<file path="src/rtl/svr_pkg.sv">
package svr_pkg;

    // Registered state kept in the top-level sequencer.
    typedef struct packed {
        logic ov_latched;
        logic pgood;
    } seq_state_t;

endpackage

</file>
<file path="src/rtl/svr_deglitch.sv">
module svr_deglitch #(
    parameter int HOLD = 35
) (
    input  logic clk,
    input  logic rst_n,
    input  logic raw,
    output logic flt
);
    localparam int CW = $clog2(HOLD + 1);

    typedef struct packed {
        logic [CW-1:0] cnt;
        logic          flt;
    } dg_t;

    dg_t dg_d, dg_q;

    always_comb begin
        dg_d = dg_q;
        if (!raw) begin
            dg_d.cnt = '0;
            dg_d.flt = 1'b0;
        end else begin
            if (dg_q.cnt != CW'(HOLD)) dg_d.cnt = dg_q.cnt + 1'b1;
            dg_d.flt = (dg_q.cnt >= CW'(HOLD - 1));
        end
    end

    always_ff @(posedge clk or negedge rst_n) begin
        if (!rst_n) dg_q <= '0;
        else        dg_q <= dg_d;
    end

    assign flt = dg_q.flt;

    // a filtered flag is only ever high after the raw input was high
    assert_flt_needs_raw_R2: assert property (@(posedge clk) disable iff (!rst_n)
        dg_q.flt |-> $past(raw));

    // the filtered flag rises only once the run length is complete
    assert_flt_full_run_R2: assert property (@(posedge clk) disable iff (!rst_n)
        $rose(dg_q.flt) |-> (dg_q.cnt == CW'(HOLD)));

endmodule

</file>
<file path="src/rtl/svr_oc_strikes.sv">
module svr_oc_strikes #(
    parameter int STRIKES = 4
) (
    input  logic clk,
    input  logic rst_n,
    input  logic clr,
    input  logic evt,
    output logic lock,
    output logic hiccup
);
    localparam int CW = $clog2(STRIKES + 1);

    typedef struct packed {
        logic [CW-1:0] cnt;
        logic          hic;
    } oc_t;

    oc_t oc_d, oc_q;

    always_comb begin
        oc_d = oc_q;
        if (clr) begin
            oc_d.cnt = '0;
            oc_d.hic = 1'b0;
        end else begin
            oc_d.hic = evt;
            if (evt && (oc_q.cnt < CW'(STRIKES))) oc_d.cnt = oc_q.cnt + 1'b1;
        end
    end

    always_ff @(posedge clk or negedge rst_n) begin
        if (!rst_n) oc_q <= '0;
        else        oc_q <= oc_d;
    end

    assign lock   = (oc_q.cnt >= CW'(STRIKES));
    assign hiccup = oc_q.hic;

    // the count never exceeds the strike limit
    assert_cnt_bound_R6: assert property (@(posedge clk) disable iff (!rst_n)
        oc_q.cnt <= CW'(STRIKES));

    // without a clear, the count holds or steps up by one
    assert_cnt_step_R6: assert property (@(posedge clk) disable iff (!rst_n)
        !clr |=> (oc_q.cnt == $past(oc_q.cnt)) || (oc_q.cnt == $past(oc_q.cnt) + 1'b1));

    // once locked, only a clear releases the lock
    assert_lock_sticky_R6: assert property (@(posedge clk) disable iff (!rst_n)
        (lock && !clr) |=> lock);

endmodule

</file>
<file path="src/rtl/pwr_seq_supervisor.sv">
module pwr_seq_supervisor #(
    parameter int FILT_CYCLES = 35,
    parameter int OC_STRIKES  = 4
) (
    input  logic clk,
    input  logic rst_n,
    input  logic vmain_ok,
    input  logic vint_ok,
    input  logic en_req,
    input  logic ss_done,
    input  logic uv_raw,
    input  logic ov_raw,
    input  logic oc_hit,
    input  logic hot_flag,
    output logic run,
    output logic gate_float,
    output logic ss_clear,
    output logic pgood
);
    import svr_pkg::*;

    logic       path_ok;
    logic       uv_f;
    logic       ov_f;
    logic       oc_lock;
    logic       oc_hic;
    logic       oc_count_evt;
    seq_state_t st_d, st_q;

    assign path_ok = vmain_ok & vint_ok & en_req;

    svr_deglitch #(.HOLD(FILT_CYCLES)) u_uv_filt (
        .clk(clk), .rst_n(rst_n), .raw(uv_raw), .flt(uv_f)
    );

    svr_deglitch #(.HOLD(FILT_CYCLES)) u_ov_filt (
        .clk(clk), .rst_n(rst_n), .raw(ov_raw), .flt(ov_f)
    );

    assign oc_count_evt = oc_hit & run & ~oc_hic;

    svr_oc_strikes #(.STRIKES(OC_STRIKES)) u_oc (
        .clk(clk), .rst_n(rst_n), .clr(~path_ok), .evt(oc_count_evt),
        .lock(oc_lock), .hiccup(oc_hic)
    );

    assign run        = path_ok & ~st_q.ov_latched & ~oc_lock;
    assign gate_float = ~run | hot_flag | oc_hic;
    assign ss_clear   = ~run | oc_hic;
    assign pgood      = st_q.pgood;

    always_comb begin
        st_d            = st_q;
        st_d.ov_latched = path_ok & (st_q.ov_latched | ov_f);
        st_d.pgood      = run & ~gate_float & ss_done & ~uv_f & ~ov_f;
    end

    always_ff @(posedge clk or negedge rst_n) begin
        if (!rst_n) st_q <= '0;
        else        st_q <= st_d;
    end

    // a filtered overvoltage with the path up stops the converter next cycle
    assert_ov_stops_R4: assert property (@(posedge clk) disable iff (!rst_n)
        (ov_f && path_ok) |=> !run);

    // the latch survives while the enable path stays up
    assert_ov_sticky_R4: assert property (@(posedge clk) disable iff (!rst_n)
        (st_q.ov_latched && path_ok) |=> !run);

    // power-good needs soft start complete in the previous cycle
    assert_pg_ss_R8: assert property (@(posedge clk) disable iff (!rst_n)
        pgood |-> $past(ss_done));

    // heat withdraws power-good one edge later
    assert_hot_pg_R7: assert property (@(posedge clk) disable iff (!rst_n)
        hot_flag |=> !pgood);

    // filtered undervoltage withdraws power-good one edge later
    assert_uv_pg_R3: assert property (@(posedge clk) disable iff (!rst_n)
        uv_f |=> !pgood);

    // a dropped path clears power-good next edge
    assert_path_pg_R1: assert property (@(posedge clk) disable iff (!rst_n)
        !path_ok |=> !pgood);

endmodule

</file>
<file path="config.mk">
export PLATFORM = sky130hd
export DESIGN_NAME = pwr_seq_supervisor
export DESIGN_NICKNAME = d
export VERILOG_FILES = /design/src/rtl/svr_pkg.sv /design/src/rtl/svr_deglitch.sv /design/src/rtl/svr_oc_strikes.sv /design/src/rtl/pwr_seq_supervisor.sv
export SDC_FILE = /design/constraint.sdc
export NUM_CORES = 1
export LEC_CHECK = 0
export BUFFER_PORTS_ARGS = -buffer_cell sky130_fd_sc_hd__buf_2
export CAP_MARGIN = 15
export CORE_MARGIN = 5
export CORE_UTILIZATION = 44
export CTS_BUF_LIST = sky130_fd_sc_hd__clkbuf_4
export CTS_CLUSTER_DIAMETER = 80
export DETAILED_ROUTE_END_ITERATION = 16
export PLACE_DENSITY = 0.71
export SLEW_MARGIN = 20
export SYNTH_ARGS = -nofsm -noshare
export SYNTH_HDL_FRONTEND = slang
export SYNTH_SLANG_ARGS = --single-unit
</file>
<file path="constraint.sdc">
create_clock -name clk -period 2.1 [get_ports clk]
set_input_delay 0 -clock clk [delete_from_list [all_inputs] [get_ports clk]]
set_output_delay 0 -clock clk [all_outputs]
set_load 0.05 [all_outputs]
</file>
==> summary.txt <==
Status
  • Result of the run: complete, no violations

Timing
  • Setup repair after global routing missed its margin: false
  • Number of hold violations in the final report: 0
  • Count of final setup violators: 0
  • Slew @ Worst Pin: about 0.43 ns
  • Max-slew violation count: 0
  • Period Utilization, post-route: 87.90%
  • Peak Freq: ~540 MHz
  • Total Neg Setup Slack: 0 ns
  • Min Clock Period, post-route: around 1.8 ns
  • Worst slew slack as a fraction of its limit: between 70 and 80%
  • Setup ws final: between 0.2 and 0.3 ns
  • Worst setup skew after layout: between 0.005 and 0.006 ns

Min path
  • Hold/Removal Path Class: in -> reg
  • Hold EP: u_oc.oc_q[3]$_DFFE_PN0P_
  • Hold path cells: 3
  • Hold path startpoint: vint_ok

Power
  • Net switching fraction of the power: between 20% and 30%
  • Combinational cell fraction of total power: 11.8%
  • Power density cells: roughly 540 nW/µm²
  • Design internal power: slightly below 0.5 mW
  • Leakage power total: ~0.56 nW
  • PnR Total Power: approximately 0.66 mW
  • Maximum vdd drop: 0.2790 mV
  • Total net switching power: ~0.16 mW
  • Part of the total power dissipated in sequential elements: 62.6%
  • Clock network power share: 25.6%

Setup path
  • Element type at the critical path start: flip-flop
  • Worst reg2reg path endpoint: pgood$_DFF_PN0_
  • Crit path required time: around 2.3 ns
  • Worst Setup Path Type: reg -> reg
  • Worst path cell trace: nor2_1 > or4b_4 > nor4b_2 > dlygate4sd3_1
  • Element type at the critical path end: flip-flop
  • Arrival time at the worst endpoint: just over 2 ns
  • Maximum fanout along the worst path: 5
  • R2r setup slk: around 0.25 ns
  • Start of the worst register-to-register path: st_q[1]$_DFF_PN0_
  • Slowest-stage cell, CP: dlygate4sd3_1
  • Number of cells on the worst reg-to-reg path: 4
  • Critical path's largest stage delay: approximately 0.57 ns

Global routing
  • Vias in the first global route: just under 700
  • Antenna violations before repair: 0
  • GR Overflow Total: 0
  • Pin count of the biggest net entering global routing: 21
  • First-pass GRT wire length: roughly 2.8 mm
  • Overall fraction of global-route tracks in use: roughly 11%

Drt
  • Top Layer Used: met4
  • Via-per-instance ratio: between 5 and 6
  • Detailed Routing Iterations Pass 1: 4
  • Total routed wire length on the met1 layer: approximately 740 µm
  • Total length of routed met3 wires: ~96 µm
  • Routed wire length: 1.609 mm
  • Number of vias in the routed layout: 735
  • Routed wire length per instance: between 10 and 15 µm
  • DR WL met2: around 730 µm
  • Number of DRC markers after the initial detailed-route iteration: 19
  • Residual DRC count: 0
  • Number of nets with antenna violations after routing: 0

Logic synthesis
  • Dominant cell type by area after synthesis: dfrtp_1
  • Synthesis-stage register bit count: 20
  • Main area contributors after synthesis: dfrtp_1 (49%), ha_1 (6.2%), nor2_1 (4.8%)
  • Total standard cell area after synthesis: just over 1000 µm²
  • Share of the yosys chip area belonging to registers: roughly half
  • Top cell type's share of synthesized area: ~49%
  • Mapped Cells: 93
  • Synth cell types: 26
  • Mean Syn Cell Area: between 10 and 15 µm²
  • Number of nets produced by synthesis: 108
  • Warnings from Yosys: 0

Die
  • X dimension of the die: approximately 58 µm
  • Y dimension of the die: just under 60 µm
  • Initial cell density of the core: 45.93%
  • Ports placed on the boundary: 14
  • Die area: ~3400 µm²
  • Floorplan Core Area: around 2200 µm²
  • Floorplan row count: 17

CTS
  • Post-CTS clock slew at the launch and capture registers of the worst setup and hold paths: 0.10 ns
  • Deepest level of the CTS H-tree: 1
  • TritonCTS clock tree: yes
  • Maximum buffer depth of the clock tree: 2
  • Resized Gates After CTS: 0
  • Clock insertion delay at the later pin of the skew report: approximately 0.29 ns
  • Number of sinks on the clock net: 20
  • Total setup buffers inserted after CTS: 0
  • Clk root buf: clkbuf_4
  • Number of buffers added by the clock tree synthesis step: 3

Placed design
  • GPL Wtd Cong: about 0.75
  • Final HPWL DP: 1.235 mm
  • Count of input and output buffers: 13
  • Worst slack at placement: roughly 0.70 ns

Layout
  • # nets final: between 100 and 150
  • Most common cell after layout, fill and taps aside: dfrtp_1
  • Finished Core Util: 54.41%
  • Leading cell types in the layout, fill and taps excluded: dfrtp_1 (20), nor2_1 (13), buf_2 (13), nand3_1 (7)
  • Layout overhead on the synthesized area: 18.47%
  • Proportion of layout cells with a drive suffix above 1: 21.74%
  • Number of diodes: 0

Job
  • Max_cap viols: 0
==> sequential cells by signal (all words and copies together), names as in the netlist <==
register and count:
st_q 1, u_oc.oc_q 3, u_oc.hiccup 1, u_ov_filt.flt 1, u_ov_filt.dg_q 6, pgood 1
u_uv_filt.flt 1, u_uv_filt.dg_q 6
==> through the flow <==
stage,cell area (µm²),cells,hold WS (ns)
final,1204,143,0.01528
after floorplan,1021,93,-0.2956
after CTS,1204,143,0.01099
after global placement,1121,134,-0.02590
after global routing,1204,143,0.005643
after detailed placement,1121,134,-0.03206
==> cell families after synthesis <==
group,after synthesis,share of synthesized area [%]
fa+ha+maj,5,6.158
mux,1,0.9853
xor+xnor,5,4.310
simple gates,47,31.16
flops,20,49.26
compound gates,11,6.651
buf+inv,4,1.477
==> cells in the mapped netlist <==
cell type,n
xnor2_1,1
or4_1,1
a21oi_1,6
nor4bb_1,1
or3_1,2
nand3_2,1
o21ai_0,2
a221oi_1,2
nor4b_2,2
and3b_1,1
ha_1,5
or4b_4,1
or3b_2,2
xor2_1,4
nor2b_1,2
mux2i_1,1
nor2_1,13
nand2b_1,3
nor4b_4,2
nor3_1,2
inv_1,4
nand2_1,5
dfrtp_1,20
o311a_1,1
nor3b_1,2
nand3_1,7
==> power by group through the flow <==
| stage | combinational (mW) | clock (mW) | sequential [mW] |
|---|---|---|---|
| finish | 0.0775 | 0.167 | 0.410 |
| global placement | 0.0690 | 0 | 0.417 |
| floorplan | 0.0443 | 0 | 0.416 |
| global route | 0.0879 | 0.200 | 0.413 |
| detailed placement | 0.0714 | 0 | 0.418 |
| CTS | 0.0790 | 0.182 | 0.410 |
==> per-layer routing <==
layer  track usage [%]  vias to the layer above
li1                  -                      374
met1             13.57                      344
met4             5.960                        0
met3             2.895                        4
met2             17.10                       13
met5                 0                        -
==> worst max-delay path by stage <==
| stage | endpoint | cells after the start | slack (ns) | start |
|---|---|---|---|---|
| floorplan | ss_clear | 2 | 0.44 | st_q[1]$_DFF_PN0_ |
| global placement | u_ov_filt.dg_q[2]$_DFFE_PN0P_ | 3 | 0.77 | u_ov_filt.dg_q[4]$_DFFE_PN0P_ |
| detailed placement | u_ov_filt.dg_q[3]$_DFFE_PN0P_ | 3 | 0.70 | u_ov_filt.dg_q[2]$_DFFE_PN0P_ |
| CTS | pgood$_DFF_PN0_ | 4 | 0.24 | st_q[1]$_DFF_PN0_ |
| global route | pgood$_DFF_PN0_ | 4 | 0.19 | st_q[1]$_DFF_PN0_ |
| finish | pgood$_DFF_PN0_ | 4 | 0.25 | st_q[1]$_DFF_PN0_ |
==> final cells by class <==
cell class,instances,area [µm²]
fillers,196,1008
well taps,28,35.03
multi-input cells,69,505.5
flip-flops and latches,20,500.5
repair buffers,19,125.1
inverters,4,15.01
clock buffers,3,22.52
==> worst max-delay path, delay by kind of cell (launching register included) <==
family / cells / cell delay, ns
AND/OR/NAND/NOR: 3 / 0.78
flip-flops: 1 / 0.44
buffers and inverters: 1 / 0.57
==> repair_timing <==
action / CTS / global route
hold buffers: 6 / 0
setup endpoints to repair: 0 / 0
endpoints found under the hold margin: 25 / 0
Note: power is estimated with default switching activity, not from simulation.
